## config.mk

```make
export PLATFORM = sky130hd
export DESIGN_NAME = oc_ctrl
export DESIGN_NICKNAME = d
export VERILOG_FILES = /design/src/rtl/oc_pkg.sv /design/src/rtl/oc_regfile.sv /design/src/rtl/oc_rdmux.sv /design/src/rtl/oc_chan.sv /design/src/rtl/oc_ctrl.sv
export SDC_FILE = /design/constraint.sdc
export NUM_CORES = 1
export LEC_CHECK = 0
export BUFFER_PORTS_ARGS = -buffer_cell sky130_fd_sc_hd__buf_2
export CORE_MARGIN = 5
export CORE_UTILIZATION = 60
export CTS_CLUSTER_DIAMETER = 200
export DETAILED_ROUTE_END_ITERATION = 10
export PLACE_DENSITY = 0.84
export REMOVE_ABC_BUFFERS = 1
export SLEW_MARGIN = 5
export SYNTH_ARGS = -nofsm -noshare
export SYNTH_HDL_FRONTEND = slang
export SYNTH_SLANG_ARGS = --single-unit
```

## constraint.sdc

```tcl
create_clock -name clk -period 4.1 [get_ports clk]
set_input_delay 1.23 -clock clk [delete_from_list [all_inputs] [get_ports clk]]
set_output_delay 1.23 -clock clk [all_outputs]
set_load 0.05 [all_outputs]
```

## src/rtl/oc_pkg.sv

```systemverilog
package oc_pkg;
  localparam int ADDR_W     = 3;
  localparam int CH_DEFAULT = 8;

  localparam logic [ADDR_W-1:0] ADR_NONE = 3'd0;
  localparam logic [ADDR_W-1:0] ADR_ROUT = 3'd1;
  localparam logic [ADDR_W-1:0] ADR_COMB = 3'd2;
  localparam logic [ADDR_W-1:0] ADR_OVLM = 3'd3;
  localparam logic [ADDR_W-1:0] ADR_OVTM = 3'd4;
  localparam logic [ADDR_W-1:0] ADR_SLEW = 3'd5;
  localparam logic [ADDR_W-1:0] ADR_STAT = 3'd6;
  localparam logic [ADDR_W-1:0] ADR_CMD  = 3'd7;
endpackage

```

## src/rtl/oc_regfile.sv

```systemverilog
module oc_regfile
  import oc_pkg::*;
#(
  parameter int NCH = CH_DEFAULT,
  parameter logic [NCH-1:0] ROUT_INIT = 'h08
) (
  input  logic              clk,
  input  logic              rst,
  input  logic              we,
  input  logic [ADDR_W-1:0] addr,
  input  logic [NCH-1:0]    wdata,
  output logic [NCH-1:0]    rout_q,
  output logic [NCH-1:0]    comb_q,
  output logic [NCH-1:0]    ovlm_q,
  output logic [NCH-1:0]    ovtm_q,
  output logic [NCH-1:0]    slew_q,
  output logic [NCH-1:0]    cmd_q
);
  always_ff @(posedge clk) begin
    if (rst) begin
      rout_q <= ROUT_INIT;
      comb_q <= '0;
      ovlm_q <= '0;
      ovtm_q <= '0;
      slew_q <= '0;
      cmd_q  <= '0;
    end else if (we) begin
      case (addr)
        ADR_ROUT: rout_q <= wdata;
        ADR_COMB: comb_q <= wdata;
        ADR_OVLM: ovlm_q <= wdata;
        ADR_OVTM: ovtm_q <= wdata;
        ADR_SLEW: slew_q <= wdata;
        ADR_CMD:  cmd_q  <= wdata;
        default: ;
      endcase
    end
  end
endmodule

```

## src/rtl/oc_rdmux.sv

```systemverilog
module oc_rdmux
  import oc_pkg::*;
#(
  parameter int NCH = CH_DEFAULT
) (
  input  logic              clk,
  input  logic              rst,
  input  logic [ADDR_W-1:0] addr,
  input  logic [NCH-1:0]    rout_q,
  input  logic [NCH-1:0]    comb_q,
  input  logic [NCH-1:0]    ovlm_q,
  input  logic [NCH-1:0]    ovtm_q,
  input  logic [NCH-1:0]    slew_q,
  input  logic [NCH-1:0]    cmd_q,
  input  logic [NCH-1:0]    stat,
  output logic [NCH-1:0]    rdata
);
  logic [NCH-1:0] sel;

  always_comb begin
    case (addr)
      ADR_ROUT: sel = rout_q;
      ADR_COMB: sel = comb_q;
      ADR_OVLM: sel = ovlm_q;
      ADR_OVTM: sel = ovtm_q;
      ADR_SLEW: sel = slew_q;
      ADR_STAT: sel = stat;
      ADR_CMD:  sel = cmd_q;
      default:  sel = '0;
    endcase
  end

  always_ff @(posedge clk) begin
    if (rst) rdata <= '0;
    else     rdata <= sel;
  end
endmodule

```

## src/rtl/oc_chan.sv

```systemverilog
module oc_chan (
  input  logic clk,
  input  logic rst,
  input  logic routed,
  input  logic use_and,
  input  logic ovl_hold,
  input  logic ovt_hold,
  input  logic ser_on,
  input  logic release_req,
  input  logic pin,
  input  logic ovl,
  input  logic ovt,
  output logic drive
);
  logic par, want, trip, block_now, hold_q;

  always_comb begin
    par       = routed & pin;
    want      = use_and ? (ser_on & par) : (ser_on | par);
    trip      = (ovl & ovl_hold) | (ovt & ovt_hold);
    block_now = ovt | (ovl & ovl_hold) | hold_q;
  end

  always_ff @(posedge clk) begin
    if (rst) begin
      hold_q <= 1'b0;
      drive  <= 1'b0;
    end else begin
      hold_q <= trip | (hold_q & ~release_req);
      drive  <= want & ~block_now;
    end
  end
endmodule

```

## src/rtl/oc_ctrl.sv

```systemverilog
module oc_ctrl
  import oc_pkg::*;
#(
  parameter int NCH = CH_DEFAULT,
  parameter logic [NCH-1:0] ROUT_INIT = 'h08
) (
  input  logic              clk,
  input  logic              rst,
  input  logic [ADDR_W-1:0] addr,
  input  logic [NCH-1:0]    wdata,
  input  logic              we,
  output logic [NCH-1:0]    rdata,
  input  logic              pin_in,
  input  logic [NCH-1:0]    ovl_flag,
  input  logic [NCH-1:0]    ovt_flag,
  output logic [NCH-1:0]    drive_en,
  output logic [NCH-1:0]    slow_sel
);
  logic [NCH-1:0] rout_q, comb_q, ovlm_q, ovtm_q, slew_q, cmd_q;
  logic [NCH-1:0] release_vec;
  logic           cmd_wr;

  assign cmd_wr      = we && (addr == ADR_CMD);
  assign release_vec = {NCH{cmd_wr}} & ~wdata;
  assign slow_sel    = slew_q;

  oc_regfile #(.NCH(NCH), .ROUT_INIT(ROUT_INIT)) u_regs (
    .clk(clk), .rst(rst), .we(we), .addr(addr), .wdata(wdata),
    .rout_q(rout_q), .comb_q(comb_q), .ovlm_q(ovlm_q), .ovtm_q(ovtm_q),
    .slew_q(slew_q), .cmd_q(cmd_q)
  );

  oc_rdmux #(.NCH(NCH)) u_rd (
    .clk(clk), .rst(rst), .addr(addr),
    .rout_q(rout_q), .comb_q(comb_q), .ovlm_q(ovlm_q), .ovtm_q(ovtm_q),
    .slew_q(slew_q), .cmd_q(cmd_q), .stat(drive_en), .rdata(rdata)
  );

  for (genvar i = 0; i < NCH; i++) begin : g_ch
    oc_chan u_ch (
      .clk(clk), .rst(rst),
      .routed(rout_q[i]), .use_and(comb_q[i]),
      .ovl_hold(ovlm_q[i]), .ovt_hold(ovtm_q[i]),
      .ser_on(cmd_q[i]), .release_req(release_vec[i]),
      .pin(pin_in), .ovl(ovl_flag[i]), .ovt(ovt_flag[i]),
      .drive(drive_en[i])
    );
  end
endmodule

```

=== Word-level counts from Yosys, hierarchy flattened ===
Index checks and enable logic that the tools add are counted.

* Register bits: 72
* Latch bits: 0
* Bits in writable memories: 0
* Memory bits (read-only): 0
* Bits of input ports: 31
* Logic and storage cells: 152
* Memories: 0

* Add/subtract/negate cells: 0
* $mul: 0
* Div/mod/pow operators: 0
* Order comparisons: 0
* Equal/unequal tests: 7
* Shift operators: 0
* Mux-type cells: 9
* Bitwise operators: 106
* Reductions and logical operators: 7

{| class="wikitable"
|+ Operator list
! kind !! number
|-
| $pmux 8 s7 || 1
|-
| $and 1x1->1 || 48
|-
| $or 1x1->1 || 40
|-
| $not 1->1 || 16
|-
| $eq 3x3->1 const B || 4
|-
| $reduce_and 2->1 || 6
|-
| $and 8x8->8 || 1
|-
| $mux 1 || 8
|-
| $not 8->8 || 1
|-
| $eq 3x2->1 const B || 2
|-
| $eq 3x1->1 const B || 1
|-
| $logic_and 1x1->1 || 1
|}

=== Depth between registers and ports, before layout ===
* Word-level depth: 6
* Gate-level depth with buffers: 5

=== Hierarchy ===
A second synthesis with hierarchy kept.

* Cell total of the unflattened synthesis: 364
* Area, all modules: 3601.0 um^2

{| class="wikitable"
|+ By module, submodules not included
! module !! instances !! cells an instance !! area an instance (um^2)
|-
| oc_regfile || 1 || 175 || 1975.6
|-
| oc_chan || 8 || 11 || 103.8
|-
| oc_rdmux || 1 || 92 || 743.2
|-
| oc_ctrl || 1 || 9 || 51.3
|}

=== Least setup slack after synthesis ===
Ideal clock, no wire load.

* Path type: input port to flip-flop
* Start point: in we
* End point: reg u_regs.rout_q[3]
* Setup time: 0.120 ns
* Arrival: 2.041 ns
* Data required time: 3.980 ns
* Path slack: 1.939 ns
* Stages on the path: 5
* Buffers on the path: 2
* Cells stage by stage: buf_2 -> and4bb_1 -> buf_4 -> nor2b_1 -> a211o_1

* Longest elaborated chain between the ends: 1

{| class="wikitable"
|+ RTL lines
! what !! RTL line !! source
|-
| from (decl) || oc_ctrl.sv:11 || <nowiki>input logic we,</nowiki>
|-
| $reduce_and 2->1 (no source line) || -- ||
|-
| to (signal assigned) || oc_regfile.sv:29 || <nowiki>ADR_ROUT: rout_q <= wdata;</nowiki>
|-
| to (decl) || oc_regfile.sv:12 || <nowiki>output logic [NCH-1:0] rout_q,</nowiki>
|}

Every way passes these cells.
A chain may end at the register's enable or synchronous reset.

=== Worst setup path after layout ===
* Start point: in addr[1]
* End point: reg g_ch[0].u_ch.hold_q

* Longest elaborated chain between the ends: 6

{| class="wikitable"
|+ RTL lines
! what !! RTL line !! source
|-
| from (decl) || oc_ctrl.sv:9 || <nowiki>input logic [ADDR_W-1:0] addr,</nowiki>
|-
| $eq 3x3->1 || oc_ctrl.sv:23 || <nowiki>assign cmd_wr = we && (addr == ADR_CMD);</nowiki>
|-
| $logic_and 1x1->1 || oc_ctrl.sv:23 ||
|-
| $and 8x8->8 || oc_ctrl.sv:24 || <nowiki>assign release_vec = {NCH{cmd_wr}} & ~wdata;</nowiki>
|-
| $not 1->1 || oc_chan.sv:29 || <nowiki>hold_q <= trip | (hold_q & ~release_req);</nowiki>
|-
| $and 1x1->1 || oc_chan.sv:29 ||
|-
| $or 1x1->1 || oc_chan.sv:29 ||
|-
| to (signal assigned) || oc_chan.sv:29 ||
|-
| to (decl) || oc_chan.sv:15 || <nowiki>logic par, want, trip, block_now, hold_q;</nowiki>
|}

Every way passes these cells.

==> flow_summary.json <==
{
  "fmax_ghz": 0.3820,
  "register_area_mm2": 0.001441,
  "synth_cell_types": 38,
  "clk_path_buf_depth": 2,
  "path_clk_slew_ps": 70,
  "yosys.area_share.simple_pct": 19.74,
  "cap_viol_max_count": 0,
  "finalSetupTns_ps": 0,
  "m1WireLength_um": 3311,
  "relSlewSlack_pct": 54.72,
  "top_layer": "met4",
  "yosys.area.top_type": "dfxtp_1",
  "vias": 2810,
  "cp-end-kind": "register",
  "synth_warnings": 0,
  "power_density_mw_per_mm2": 368.6,
  "hold_class": "register to register",
  "track_usage_pct": 23.56,
  "finalCritPeriodShare_pct": 63.84,
  "yosys-top-cells-area": "dfxtp_1 (44%), mux2i_1 (12%), nand2_1 (7.7%)",
  "synth_top_family_by_area": "simple AND/OR/NAND/NOR gates",
  "ir_drop_v": 0.0003366,
  "post_cts_resized": 0,
  "criticalPathCategory": "primary input to register",
  "whs_path_depth": 2,
  "drcViolationCount": 0,
  "synthFlopType": "dfxtp_1",
  "port_buffers": 54,
  "dp.cells": 461,
  "clock_sinks": 72,
  "netlist_area_mm2": 0.003264,
  "core_area_mm2": 0.005205,
  "wl_met2_um": 3865,
  "hold_viol_final": 0,
  "die_y_um": 83.76,
  "outcome": "finished, final reports clean",
  "diodes": 0,
  "syn_avg_cell_area_um2": 8.895,
  "fin_worst_skew_ps": 5.211,
  "mostFrequentLayoutCell": "dfxtp_1",
  "numCtsBuffers": 9,
  "place_area_mm2": 0.003432,
  "timing.hold.ws_ps": 473.1,
  "drive_above_1_share_pct": 17.78,
  "post_cts.repair.setup_buffers": 0,
  "fillCellCount": 438,
  "gp_congestion": 0.8454,
  "synth_xor_area_share_pct": 0,
  "synth_top_area_share_pct": 44.15,
  "hold_buffers": 0,
  "viasPerCell": 5.916,
  "cp_data_required_time_ps": 4300,
  "grt_pass1_vias": 2702,
  "rsz0062_at_grt": "false",
  "wire_per_inst_um": 17.19,
  "first_pass_iters": 4,
  "dr.first_iter.drc_count": 243,
  "drv_slew": 0,
  "hpwl_um": 5388,
  "leakage_nw": 1.365,
  "die_w_um": 83.76,
  "critPathLaunchType": "primary input",
  "ant_nets": 0,
  "synth_adder_area_share_pct": 0.6133,
  "fp-row-count": 26,
  "drt-total-wl_um": 8164,
  "setup_viol": 0,
  "ff2ff_path_depth": 3,
  "final_util_pct": 68.89,
  "synth_seq_cells": 72,
  "worst_pin_slew_ps": 679.2,
  "initial_core_util_pct": 62.72,
  "nets": 433,
  "cts.htree.levels": 3,
  "place_ws_ps": 1153,
  "cp.arrival_ps": 2820,
  "multi_input_area_mm2": 0.001610,
  "area_delta_synth_final_pct": 9.851,
  "synth_compound_area_share_pct": 15.98,
  "clk_latency_ps": 340,
  "fin_area_mm2": 0.003586,
  "crit_fanout": 30,
  "final_cell_count_no_fill": 475,
  "grt_overflow_total": 0,
  "synth-async-reset-ratio_pct": 0,
  "total_power_mw": 1.322,
  "wl_met3_um": 870,
  "postSynthCellCount": 367,
  "ios": 55,
  "yosysSeqAreaShare_pct": 44.15,
  "synth_edf_count": 0,
  "mostFrequentLayoutCells": "dfxtp_1 (72), nand2_1 (67), buf_2 (54), mux2i_1 (39), a21oi_1 (34)",
  "root_buffer": "clkbuf_8",
  "synthMuxAreaShare_pct": 12.99,
  "layout_setup_ws_ps": 1482,
  "timing.final.crit_period_ps": 2618,
  "grt_max_degree": 38,
  "die-area_mm2": 0.007016,
  "cts_tree": "done",
  "grt_pass1_wl_um": 13140,
  "antenna_found_initial": 0
}
sequential cells by signal, indices dropped and copies added (netlist names):
signal and cells:
u_rd.rdata 8, g_ch.u_ch.drive 8, u_regs.cmd_q 8, u_regs.slew_q 8, u_regs.ovtm_q 8, g_ch.u_ch.hold_q 8, u_regs.ovlm_q 8, u_regs.comb_q 8
u_regs.rout_q 8
critical path, cell delays in order:
cell and delay [ps]:
buf_2 480, nand4_2 600, o21ai_0 370, a31oi_1 120
synth_stat cells, types with 7 or more instances:
| library cell | n |
|---|---|
| a21oi_1 | 34 |
| dfxtp_1 | 72 |
| nand2_1 | 67 |
| nor3_1 | 7 |
| buf_4 | 14 |
| clkbuf_1 | 9 |
| mux2i_1 | 39 |
| nor2_1 | 29 |
| o22ai_1 | 7 |
| nand2b_1 | 8 |
| o21ai_0 | 12 |
final timing paths:
kind / from / to / slack, ps
max reg2reg: u_regs.ovlm_q[6] / u_rd.rdata[6] / 2960
max: addr[1] / g_ch[0].u_ch.hold_q / 1480
min: u_regs.cmd_q[6] / u_regs.cmd_q[6] / 470
min reg2reg: u_regs.cmd_q[6] / u_regs.cmd_q[6] / 470
power by group:
part           switching [mW]  internal (mW)
Clock                   0.235          0.229
Sequential             0.0106          0.714
Combinational          0.0884         0.0441
Total                   0.334          0.988
area by class of cell:
cell class	count	share of cell area, %
clock inverter	1	0.1396
tap	70	2.442
clock buffer	13	4.152
timing repair buffer	55	7.746
inverter	4	0.4187
sequential	72	40.20
multi-input combinational	260	44.91
layer usage:
metal	up-vias	global-route usage, %
met1	1315	29.85
met3	15	4.936
met5	-	0
met2	121	37.53
li1	1359	-
met4	0	12.43
cells by family (layout without fill, tap and decap cells):
logic type,count (synthesis),in the layout
fa+ha+maj,2,2
flops,72,72
mux,41,41
buf+inv,35,73
simple gates,134,134
compound gates,83,83
(Power assumes the default switching activity.)
